[config.mk]
export PLATFORM = sky130hd
export DESIGN_NAME = wdt_window_sup
export DESIGN_NICKNAME = d
export VERILOG_FILES = /design/src/rtl/wdt_pkg.sv /design/src/rtl/wdt_period_calc.sv /design/src/rtl/wdt_srv_check.sv /design/src/rtl/wdt_window_sup.sv
export SDC_FILE = /design/constraint.sdc
export NUM_CORES = 1
export LEC_CHECK = 0
export BUFFER_PORTS_ARGS = -buffer_cell sky130_fd_sc_hd__buf_4
export CORE_MARGIN = 2
export CORE_UTILIZATION = 34
export CTS_CLUSTER_DIAMETER = 60
export DETAILED_ROUTE_END_ITERATION = 10
export GPL_TIMING_DRIVEN = 0
export HOLD_SLACK_MARGIN = 0.06
export PLACE_DENSITY_LB_ADDON = 0.2
export SYNTH_ARGS = -nofsm -noshare
export SYNTH_HDL_FRONTEND = slang
export SYNTH_SLANG_ARGS = --single-unit
[constraint.sdc]
create_clock -name clk -period 5.05 [get_ports clk]
set_clock_uncertainty 0.15 [all_clocks]
set_input_delay 0.2525 -clock clk [delete_from_list [all_inputs] [get_ports clk]]
set_output_delay 0.2525 -clock clk [all_outputs]
set_load 0.02 [all_outputs]
[src/rtl/wdt_pkg.sv]
package wdt_pkg;

    typedef enum logic [1:0] {
        ST_STARTUP  = 2'd0,
        ST_WINDOW   = 2'd1,
        ST_RSTPULSE = 2'd2,
        ST_FAILSAFE = 2'd3
    } wdt_state_e;

    // one-hot cause encoding, bit positions fixed by the status port
    localparam logic [3:0] CAUSE_NONE  = 4'b0000;
    localparam logic [3:0] CAUSE_EARLY = 4'b0001;
    localparam logic [3:0] CAUSE_LATE  = 4'b0010;
    localparam logic [3:0] CAUSE_CODE  = 4'b0100;
    localparam logic [3:0] CAUSE_START = 4'b1000;

endpackage

[src/rtl/wdt_period_calc.sv]
module wdt_period_calc #(
    parameter int UNIT_CYC = 8,
    parameter int CNT_W    = 16
) (
    input  logic [3:0]       psel,
    input  logic [1:0]       presc,
    output logic [CNT_W-1:0] period,
    output logic [CNT_W-1:0] half
);
    logic [CNT_W-1:0] base;

    always_comb begin
        base   = CNT_W'(UNIT_CYC * (int'(psel) + 1));
        period = base << presc;
        half   = period >> 1;
    end
endmodule

[src/rtl/wdt_srv_check.sv]
module wdt_srv_check #(
    parameter int         CNT_W       = 16,
    parameter int         NUM_PERIODS = 10,
    parameter logic [1:0] SERVE_CODE  = 2'b10
) (
    input  logic             in_window,
    input  logic [1:0]       code,
    input  logic [3:0]       psel,
    input  logic [CNT_W-1:0] cnt,
    input  logic [CNT_W-1:0] half,
    output logic             bad,
    output logic             early
);
    localparam logic [3:0] PSEL_LIMIT = 4'(NUM_PERIODS);

    always_comb begin
        bad   = (code != SERVE_CODE) || (psel >= PSEL_LIMIT);
        early = in_window && (cnt < half);
    end
endmodule

[src/rtl/wdt_window_sup.sv]
module wdt_window_sup #(
    parameter int         UNIT_CYC   = 8,
    parameter int         INIT_CYC   = 256,
    parameter int         RST_CYC    = 16,
    parameter int         CNT_W      = 16,
    parameter logic [1:0] SERVE_CODE = 2'b10
) (
    input  logic       clk,
    input  logic       por_n,
    input  logic       normal_mode,
    input  logic       srv_valid,
    input  logic [1:0] srv_code,
    input  logic [3:0] srv_psel,
    input  logic [1:0] srv_presc,
    output logic       rst_req,
    output logic       fail_safe,
    output logic       win_active,
    output logic [3:0] cause_flags
);
    import wdt_pkg::*;

    localparam int               PW        = $clog2(RST_CYC + 1);
    localparam logic [CNT_W-1:0] INIT_LAST = CNT_W'(INIT_CYC - 1);
    localparam logic [PW-1:0]    RST_LAST  = PW'(RST_CYC - 1);

    wdt_state_e       state_q, state_d;
    logic [CNT_W-1:0] cnt_q, cnt_d;
    logic [PW-1:0]    pcnt_q, pcnt_d;
    logic             strike_q, strike_d;
    logic [3:0]       psel_q, psel_d;
    logic [1:0]       presc_q, presc_d;
    logic [3:0]       cause_q, cause_d;
    logic             norm_q;

    logic             norm_rise;
    logic [CNT_W-1:0] period, half;
    logic             srv_bad, srv_early;
    logic             early_hit;

    wdt_period_calc #(.UNIT_CYC(UNIT_CYC), .CNT_W(CNT_W)) u_period (
        .psel   (psel_q),
        .presc  (presc_q),
        .period (period),
        .half   (half)
    );

    wdt_srv_check #(.CNT_W(CNT_W), .NUM_PERIODS(10), .SERVE_CODE(SERVE_CODE)) u_check (
        .in_window (state_q == ST_WINDOW),
        .code      (srv_code),
        .psel      (srv_psel),
        .cnt       (cnt_q),
        .half      (half),
        .bad       (srv_bad),
        .early     (srv_early)
    );

    assign norm_rise = normal_mode && !norm_q;
    assign early_hit = srv_valid && !srv_bad && srv_early;

    // next-state and datapath decisions
    always_comb begin
        state_d  = state_q;
        cnt_d    = cnt_q + 1'b1;
        pcnt_d   = '0;
        strike_d = strike_q;
        psel_d   = psel_q;
        presc_d  = presc_q;
        cause_d  = cause_q;
        unique case (state_q)
            ST_STARTUP: begin
                if (srv_valid) begin
                    if (srv_bad) begin
                        state_d = ST_RSTPULSE;
                        cause_d = CAUSE_CODE;
                        cnt_d   = '0;
                    end else begin
                        cnt_d    = '0;
                        strike_d = 1'b0;
                        psel_d   = srv_psel;
                        presc_d  = srv_presc;
                    end
                end else if (norm_rise) begin
                    state_d = ST_WINDOW;
                    cnt_d   = '0;
                end else if (cnt_q == INIT_LAST) begin
                    cnt_d   = '0;
                    cause_d = CAUSE_START;
                    if (strike_q) begin
                        state_d = ST_FAILSAFE;
                    end else begin
                        state_d  = ST_RSTPULSE;
                        strike_d = 1'b1;
                    end
                end
            end
            ST_WINDOW: begin
                if (srv_valid) begin
                    cnt_d = '0;
                    if (srv_bad) begin
                        state_d = ST_RSTPULSE;
                        cause_d = CAUSE_CODE;
                    end else if (srv_early) begin
                        state_d = ST_RSTPULSE;
                        cause_d = CAUSE_EARLY;
                    end else begin
                        strike_d = 1'b0;
                        psel_d   = srv_psel;
                        presc_d  = srv_presc;
                    end
                end else if (cnt_q == period - 1'b1) begin
                    state_d = ST_RSTPULSE;
                    cause_d = CAUSE_LATE;
                    cnt_d   = '0;
                end
            end
            ST_RSTPULSE: begin
                cnt_d = '0;
                if (pcnt_q == RST_LAST) begin
                    state_d = ST_STARTUP;
                end else begin
                    pcnt_d = pcnt_q + 1'b1;
                end
            end
            ST_FAILSAFE: begin
                cnt_d = '0;
            end
            default: begin
                state_d = ST_STARTUP;
                cnt_d   = '0;
            end
        endcase
    end

    // state register
    always_ff @(posedge clk or negedge por_n) begin
        if (!por_n) begin
            state_q  <= ST_STARTUP;
            cnt_q    <= '0;
            pcnt_q   <= '0;
            strike_q <= 1'b0;
            psel_q   <= '0;
            presc_q  <= '0;
            cause_q  <= CAUSE_NONE;
            norm_q   <= 1'b0;
        end else begin
            state_q  <= state_d;
            cnt_q    <= cnt_d;
            pcnt_q   <= pcnt_d;
            strike_q <= strike_d;
            psel_q   <= psel_d;
            presc_q  <= presc_d;
            cause_q  <= cause_d;
            norm_q   <= normal_mode;
        end
    end

    // outputs
    always_comb begin
        rst_req     = 1'b0;
        fail_safe   = 1'b0;
        win_active  = 1'b0;
        cause_flags = cause_q;
        unique case (state_q)
            ST_STARTUP:  ;
            ST_WINDOW:   win_active = 1'b1;
            ST_RSTPULSE: rst_req    = 1'b1;
            ST_FAILSAFE: fail_safe  = 1'b1;
            default:     ;
        endcase
    end
endmodule

-- Word-level counts from Yosys, hierarchy flattened
Index checks and enable logic that the tools add are counted.
- bits in registers: 35
- input port bits: 12
- output and inout port bits: 7
- logic and storage cells: 98
- add/sub/neg operators: 4
- magnitude comparators: 2
- eq/ne operators: 20
- shifts and indexed selects: 1
- multiplexer cells: 51
- reductions and logical operators: 12
- operators with widths (operator ; count):
    16-bit two-way mux ; 5
    4-bit two-way mux ; 13
    16-bit case mux with 3 select lines ; 1
    2-bit two-way mux ; 14
    6-bit AND reduction ; 3
    16-bit by 1-bit adder with 16-bit output, second input constant ; 1
    16-bit equality test ; 1
    16-bit by 8-bit equality test with 1-bit output, second input constant ; 1
    16-bit by 15-bit less-than comparator with 1-bit output ; 1
    4-bit case mux with 2 select lines ; 2
    16-bit by 2-bit << shifter with 16-bit output ; 1
    16-bit by 1-bit subtractor with 16-bit output, second input constant ; 1
    3-bit inequality test, second input constant ; 5
    2-bit inequality test, second input constant ; 7
    1-bit two-way mux ; 11
    5-bit two-way mux ; 2
    4-bit inequality test, second input constant ; 2
    7-bit AND reduction ; 1
    2-bit case mux with 3 select lines ; 1
    4-bit by 1-bit adder with 5-bit output, second input constant ; 1
    5-bit by 1-bit adder with 5-bit output, second input constant ; 1
    5-bit by 4-bit equality test with 1-bit output, second input constant ; 1
    2-bit equality test, second input constant ; 2
    4-bit >= comparator, second input constant ; 1
    10 further kinds ; 11

-- Logic depth before layout (Yosys ltp)
Gate-level depths: netlist (run 1).
- depth in word-level cells: 8
- depth in mapped cells: 16
- depth with buffers taken out: 14

-- Modules after synthesis
A second synthesis (run 1) with hierarchy kept.
- cells, all modules: 345
- area, all modules: 3078.0 µm²
- modules (own cells, without submodules) (module ; times used ; cells an instance ; area each (µm²) ; seq. area each (µm²)):
    wdt_window_sup ; 1 ; 231 ; 2237.1 ; 875.8
    wdt_period_calc ; 1 ; 60 ; 449.2 ; 0.0
    wdt_srv_check ; 1 ; 54 ; 391.6 ; 0.0

-- Worst setup path after synthesis (run 1)
Ideal clock, no wire load.
- path kind: register to register
- start: reg psel_q[0]
- end: reg state_q[0]
- setup time: 0.069 ns
- arrival time: 3.523 ns
- data required time: 4.831 ns
- setup slack: 1.308 ns
- stages on the path, launching flop included: 13
- path buffers: 1
- clock period less this slack: 3.742 ns
- cell sequence: dfrtp_1 > ha_1 > o211ai_1 > ha_1 > inv_1 > a2111o_1 > a2111oi_4 > xnor2_1 > xnor2_1 > or4_1 > buf_2 > or4_1 > nand3_1
- word-level cells in the longest chain between the ends: 6
- elaborated cells on any way between the ends: 9
- RTL lines (element ; line ; text):
    from (decl) ; wdt_window_sup.sv:30 ; logic [3:0] psel_q, psel_d;
    from (signal assigned) ; wdt_window_sup.sv:150 ; psel_q <= psel_d;
    4-bit by 1-bit adder with 5-bit output * ; wdt_period_calc.sv:13 ; base = CNT_W'(UNIT_CYC * (int'(psel) + 1));
    16-bit by 2-bit << shifter with 16-bit output * ; wdt_period_calc.sv:14 ; period = base << presc;
    16-bit by 1-bit subtractor with 16-bit output / 16-bit by 15-bit less-than comparator with 1-bit output (equally long branches) ; wdt_window_sup.sv:110, wdt_srv_check.sv:18 ;
    16-bit equality test / 1-bit logical AND (equally long branches) ; wdt_window_sup.sv:110, wdt_srv_check.sv:18 ;
    3-bit inequality test (no source line) / 4-bit inequality test (equally long branches) ; - ;
    6-bit AND reduction (no source line) * ; - ;
    to (signal assigned) ; wdt_window_sup.sv:146 ; state_q <= state_d;
    to (decl) ; wdt_window_sup.sv:26 ; wdt_state_e state_q, state_d;
Mark *: on every way between the ends. The rest lies on a longest branch, timed or not.
A chain may end at the register's enable or synchronous reset.

-- Worst setup path in the final report (run 1)
- start: reg psel_q[0]
- end: reg cause_q[0] (netlist: cause_flags[0])
- word-level cells in the longest chain between the ends: 6
- elaborated cells on any way between the ends: 9
- RTL lines (element ; line ; text):
    4-bit by 1-bit adder with 5-bit output * ; wdt_period_calc.sv:13 ;
    16-bit by 2-bit << shifter with 16-bit output * ; wdt_period_calc.sv:14 ;
    16-bit by 1-bit subtractor with 16-bit output / 16-bit by 15-bit less-than comparator with 1-bit output (equally long branches) ; wdt_window_sup.sv:110, wdt_srv_check.sv:18 ;
    16-bit equality test / 1-bit logical AND (equally long branches) ; wdt_window_sup.sv:110, wdt_srv_check.sv:18 ;
    3-bit inequality test (no source line) / 4-bit inequality test (equally long branches) ; - ;
    6-bit AND reduction (no source line) * ; - ;
    to (signal assigned) ; wdt_window_sup.sv:152 ; cause_q <= cause_d;
    to (decl) ; wdt_window_sup.sv:32 ; logic [3:0] cause_q, cause_d;
Marked as above.

==> impl_metrics.toml, run 1 <==
[synth]
yosys.area.top_type = "dfrtp_1"
synth.most_common_cell = "dfrtp_1"
syn_avg_cell_area_sq_um = 8.58
synth_cells = 346
synth.area.top_cells = "dfrtp_1, ha_1, xnor2_1"
synth_commonest_cells = "dfrtp_1, nor2_1, nand3_1, nand2_1, o21ai_0"
synth_fp_nets = 374
synth_seq_area_share_pct = 29.5
synth_edf_count = 0
yosys_most_used_dff = "dfrtp_1"
async_flop_share_pct = 100
syn-cell-area_sq_um = 2970
yosysTopAreaCellShare_pct = 29.5
ys_types = 55
ys_ff_latch = 35
yosysWarnings = 0

[clock_network]
ctsResizeCount = 0
clock_path_buffers = 2
ctsHoldBuffers = 8
root_buffer = "clkbuf_8"
clk_pin_slew_worst_paths_ns = 0.09
cts_made_buffers = 5
clock_latency_ns = 0.30
cts.htree.levels = 2
cts_num_sinks = 35
post_cts_buffers = 0
cts_tree = "done"

[power_and_ir_drop]
powerDensity_nw_per_um2 = 568
power_w = 0.00195
irDropWorstVdd_v = 0.000196
p_leak_nw = 1.43

[sta]
fmax_ghz = 0.231
setup-tns-final_ns = 0
relSlewSlack_pct = 59.6
fin_crit_ns = 4.32
drv_slew = 0
finalSetupViolations = 0
rsz0062_at_grt = "no"
period_share_pct = 85.6
hold_viol_final = 0
tightest_slew_ns = 0.599
fin_ws_ns = 0.729

[drt]
finalWirelength_microns = 7470
drt_first_iter_violations = 108
route.detailed.drc = 0
ant_nets = 0
dr.pass1.iters = 4
vias = 2632
wl_per_cell_microns = 15.3
vias_per_cell = 5.40

[cells_and_area]
areaGrowthSynthToFinish_pct = 15.4
fillCellCount = 890
nNetsFinal = 406
layout-drive-gt1-share_pct = 12.7
diodes = 0
finalInstanceArea_sq_um = 3430
stdcell_count = 487

[floorplanning]
dieArea_sq_um = 9490
die_y_microns = 97.4
io_pins = 19
row_count = 34
core_sq_um = 8590
dieWidth_microns = 97.4
start_util_pct = 34.5

[worst_setup_path]
path_max_fanout = 10
setup.worst_path.end_class = "flip-flop"
reg2reg_slack_ns = 0.73
critPathRequiredTime_ns = 5.07
reg2reg_depth = 13
timing.rr.end = "cause_flags[0]"
r2r-start = "psel_q[0]"
cp.arrival_ns = 4.34
crit_type = "flip-flop to flip-flop"
critPathLaunchType = "flip-flop"

[global_routing]
grt_max_degree = 36
grt_overflow_total = 0
grt_first_pass_wirelength_microns = 12700
grt_pass1_vias = 2582
antenna_found_initial = 0
track_usage_pct = 16.3

[place]
place.gp.congestion = 0.880
placed_area_sq_um = 3230
placed_cells = 471
hpwl_microns = 5520
port_buffers = 17
dp_slack_ns = 0.745

[hold_path]
min_path_cells = 2
holdCritPathClass = "input pin to flip-flop"
min_to = "strike_q"
hold_start = "srv_valid"

[job]
cap_violations = 0

[status]
status = "finished clean"
-- per-stage QoR --
stage | utilization [%] | hold WS [ns]
floorplan | - | -0.193
global placement | 37.6 | 0.0925
detailed placement | 37.6 | 0.0959
CTS | 39.9 | 0.186
global route | 39.9 | 0.239
finish | 39.9 | 0.198
-- cells in the final DEF, fill, tap and decap left out, types with 5 or more instances in the layout --
cell type,count
inv_1,12
clkbuf_8,5
dlygate4sd3_1,8
xnor2_1,14
nor2b_1,6
o211ai_1,7
and3_1,10
nand2b_1,13
clkbuf_1,10
nand3_1,23
and2_1,7
o31ai_1,5
o22ai_1,10
xor2_1,14
mux2_2,8
a21oi_1,11
ha_1,16
nor2_1,29
dfrtp_1,35
nand2_1,22
buf_2,5
buf_4,19
o21ai_0,17
-- per-layer routing --
layer | wire length (microns) | track usage, % | vias up
met3 | 182 | 2.37 | 7
met5 | 0 | 0 | -
met1 | 3640 | 22.6 | 1260
met2 | 3580 | 26.8 | 36
li1 | - | - | 1329
met4 | 70 | 3.85 | 0
-- power by group --
part           total (W)  switching (W)  internal (W)  leakage [nW]
clock           0.000274       0.000125      0.000149        0.0548
combinational    0.00127       0.000742      0.000529         0.909
sequential      0.000400      0.0000613      0.000338         0.463
total            0.00195       0.000929       0.00102          1.43
-- flip-flops by register name, indices dropped and copies added (netlist names) --
name         count
strike_q         1
norm_q           1
presc_q          2
cause_flags      4
psel_q           4
cnt_q           16
pcnt_q           5
state_q          2
-- area by class of cell --
type	instances	area, sq um	share of cell area, %
multi-input combinational	281	1960	57.2
sequential	35	876	25.6
timing repair buffer	25	208	6.06
tap	108	135	3.94
buffer	18	88.8	2.59
clock buffer	5	68.8	2.01
clock inverter	3	46.3	1.35
inverter	12	45.0	1.31
-- critical path, stage by stage, from the launching register on --
cell       delay (ns)
dfrtp_1          0.45
ha_1             0.41
o211ai_1         0.27
ha_1             0.24
inv_1            0.05
a2111o_1         0.34
a2111oi_4        0.61
xnor2_1          0.17
xnor2_1          0.15
or4_1            0.49
buf_2            0.21
nor3_4           0.28
buf_4            0.25
o221ai_1         0.11
-- kinds of logic (layout without fill, tap and decap cells) --
kind of cell,after synthesis,after routing,synth area share [%]
simple gates,147,147,27.4
compound gates,77,77,18.3
flops,35,35,29.5
buf+inv,30,63,4.51
xor+xnor,29,29,9.19
fa+ha+maj,16,16,6.75
mux,12,12,4.38
-- worst max-delay path by stage --
stage	endpoint	cells after the start	slack, ns	start
CTS	cause_flags[0]	15	0.71	presc_q[0]
floorplan	state_q[0]	12	1.31	psel_q[0]
global route	cause_flags[0]	15	0.39	presc_q[0]
global placement	cause_flags[0]	13	0.75	psel_q[0]
detailed placement	cause_flags[0]	13	0.75	psel_q[0]
finish	cause_flags[0]	13	0.73	psel_q[0]
No activity file was read; power rests on OpenSTA's default activity.
==> run 2: changes to the inputs <==
--- a/config.mk
+++ b/config.mk
@@ -5,8 +5,8 @@
 export SDC_FILE = /design/constraint.sdc
 export NUM_CORES = 1
 export LEC_CHECK = 0
+export ABC_AREA = 1
 export BUFFER_PORTS_ARGS = -buffer_cell sky130_fd_sc_hd__buf_4
-export CORE_MARGIN = 2
 export CORE_UTILIZATION = 34
 export CTS_CLUSTER_DIAMETER = 60
 export DETAILED_ROUTE_END_ITERATION = 10
==> impl_metrics.toml, run 2 <==
[status]
status = "finished clean"

[floorplanning]
io_pins = 19
row_count = 32
start_util_pct = 35.4
dieWidth_microns = 92.2
core_sq_um = 7810
dieArea_sq_um = 8500
die_y_microns = 92.2

[cells_and_area]
areaGrowthSynthToFinish_pct = 15.3
largest_register_ffs = 16
regMostFlops = "cnt_q"
mostFrequentLayoutCells = "nand2_1, inv_1, dfrtp_1, nand3_1, nor2_1"
nNetsFinal = 425
diodes = 0
stdcell_count = 500
utilization_pct = 40.9
reg_top3 = "cnt_q (16), pcnt_q (5)"
final_common_cell = "nand2_1"
layout-drive-gt1-share_pct = 20.1

[clock_network]
clock_latency_ns = 0.29
clock_path_buffers = 2
cts.htree.levels = 2
cts_tree = "done"
cts_num_sinks = 35
root_buffer = "clkbuf_8"
post_cts_buffers = 0
cts_made_buffers = 5
clk_pin_slew_worst_paths_ns = 0.08

[worst_setup_path]
critical-path-max-stage-delay_ns = 0.46
cpMaxStageDelayCell = "dfrtp_1"
reg2reg_depth = 16
reg2reg_slack_ns = 1.68
crit_type = "flip-flop to flip-flop"
critical-path-top-delay-family = "simple AND/OR/NAND/NOR gates"
critPathLaunchType = "flip-flop"
setup.worst_path.end_class = "flip-flop"
cp.arrival_ns = 3.37
timing.rr.end = "presc_q[0]"
r2r-start = "psel_q[0]"
cp.buffers_inverters = 2
critPathRequiredTime_ns = 5.05
path_max_fanout = 10
crit_chain = "ha_1 -> nand2_2 -> nand2_2 -> nand2_1 -> nand3_2 -> nand2_4 -> inv_1 -> ha_1 -> nand4_1 -> o221ai_1 -> nand4_1 -> nand3_1 -> o21ai_0 -> nor2_1 -> clkbuf_1 -> o21ai_0"

[synth]
syn_avg_cell_area_sq_um = 7.60
synth.area.top_cells = "dfrtp_1, nand2_1, ha_1"
synth_commonest_cells = "nand2_1, inv_1, dfrtp_1, nand3_1, nor2_1"
yosysWarnings = 0
yosys.area.top_type = "dfrtp_1"
synth_fp_nets = 392
syn-cell-area_sq_um = 2770
yosysTopAreaCellShare_pct = 31.7
ys_ff_latch = 35
synth_cells = 364
ys_types = 37
yosys_most_used_dff = "dfrtp_1"
synth_edf_count = 0
synth.most_common_cell = "nand2_1"
async_flop_share_pct = 100
synth_seq_area_share_pct = 31.7

[global_routing]
use_met3_pct = 2.65
grt_max_degree = 36
grt_pass1_vias = 2400
grt-busiest-layer = "met2"
met2_usage_pct = 26.0
antenna_found_initial = 0
grt_overflow_total = 0
track_usage_pct = 16.2
grt_first_pass_wirelength_microns = 11000
grt_use_met1_pct = 21.8

[place]
placed_cells = 484
hpwl_microns = 4660
place.gp.congestion = 0.814
port_buffers = 18

[drt]
vias_per_cell = 4.78
dr.pass1.iters = 4
route.detailed.drc = 0
drt_first_iter_violations = 157
finalWirelength_microns = 5990
vias = 2392
ant_nets = 0
wl_per_cell_microns = 12.0

[power_and_ir_drop]
swShare_pct = 50.9
p_seq_share_pct = 22.8
p_leak_nw = 1.50
combPwrFrac_pct = 65.5
switching_power_w = 0.000866
power_w = 0.00170
p_int_w = 0.000836
clockPowerShare_pct = 11.6
powerDensity_nw_per_um2 = 533
irDropWorstVdd_v = 0.000212

[sta]
relSlewSlack_pct = 68.6
period_share_pct = 66.7
fmax_ghz = 0.297
finalSetupViolations = 0
rsz0062_at_grt = "no"
fin_crit_ns = 3.37
tightest_slew_ns = 0.469
drv_slew = 0
setup-tns-final_ns = 0
hold_viol_final = 0

[hold_path]
min_to = "cause_flags[3]"
hold_start = "srv_valid"
min_path_cells = 4
holdCritPathClass = "input pin to flip-flop"

[job]
cap_violations = 0
-- run 2: cell types whose count changed after synthesis, sizes merged, moves of 7 or more --
| cell | before | now |
|---|---|---|
| clkbuf | 10 | 1 |
| o22ai | 10 | 0 |
| a21oi | 11 | 28 |
| and2 | 7 | 0 |
| nand2 | 22 | 96 |
| nand2b | 13 | 0 |
| and3 | 10 | 0 |
| inv | 12 | 48 |
| nand3 | 23 | 45 |
| mux2 | 8 | 1 |
| nor2 | 29 | 38 |
| xnor2 | 14 | 0 |
-- run 2: worst max-delay path by stage --
stage | end | slack, ns | depth (start not counted) | start
3_3_place_gp | presc_q[0] | 1.76 | 16 | psel_q[0]
3_5_place_dp | psel_q[3] | 1.66 | 17 | psel_q[0]
5_1_grt | psel_q[3] | 1.24 | 17 | psel_q[0]
6_report | presc_q[0] | 1.68 | 16 | psel_q[0]
2_1_floorplan | presc_q[1] | 2.29 | 16 | psel_q[0]
4_1_cts | psel_q[3] | 1.65 | 17 | psel_q[0]
-- run 2: power by group through the flow --
stage	registers [W]	clock network, W	logic [W]
2_1_floorplan	0.000398	0	0.000897
3_3_place_gp	0.000393	0	0.00111
3_5_place_dp	0.000393	0	0.00112
4_1_cts	0.000388	0.000210	0.00113
5_1_grt	0.000398	0.000221	0.00128
6_report	0.000388	0.000198	0.00112
-- run 2: worst register-to-register path, stage by stage (launching register included) --
cell and delay, ns:
dfrtp_1 0.46, ha_1 0.26, nand2_2 0.12, nand2_2 0.08, nand2_1 0.10, nand3_2 0.12, nand2_4 0.13, inv_1 0.06
ha_1 0.29, nand4_1 0.09, o221ai_1 0.26, nand4_1 0.15, nand3_1 0.10, o21ai_0 0.10, nor2_1 0.25, clkbuf_1 0.38
o21ai_0 0.14
-- run 2: per-stage QoR --
stage	area [sq um]	hold WS [ns]	setup WS, ns
global route	3190	0.163	1.24
CTS	3190	0.143	1.65
finish	3190	0.149	1.68
global placement	3030	0.0959	1.76
floorplan	2770	-0.193	2.29
detailed placement	3030	0.103	1.66
-- run 2: kinds of logic (layout without fill, tap and decap cells) --
family / Yosys count / after routing / synth area share [%]
fa+ha+maj: 16 / 16 / 7.24
mux: 1 / 1 / 0.407
simple gates: 196 / 196 / 37.0
buf+inv: 55 / 89 / 8.77
compound gates: 46 / 46 / 10.2
xor+xnor: 15 / 15 / 4.75
flops: 35 / 35 / 31.7
-- run 2: repair_timing --
item / in CTS / in global routing
hold buffers: 8 / 0
gates resized for setup: 0 / 0
endpoints found under the hold margin: 42 / 0
-- run 2: per-layer routing --
layer	share of wire (%)	vias to the layer above	routed length, microns
met5	0	-	0
met3	2.6	6	154
met4	1.3	0	78
li1	-	1254	-
met2	46	26	2750
met1	50	1106	3010
-- run 2: area by class of cell --
| type | count | area (sq um) |
|---|---|---|
| inverter | 49 | 186 |
| fill | 830 | 4620 |
| multi-input combinational | 274 | 1650 |
| timing repair buffer | 26 | 215 |
| clock inverter | 1 | 5.00 |
| tap | 102 | 128 |
| buffer | 6 | 56.3 |
| clock buffer | 7 | 76.3 |
| sequential | 35 | 876 |
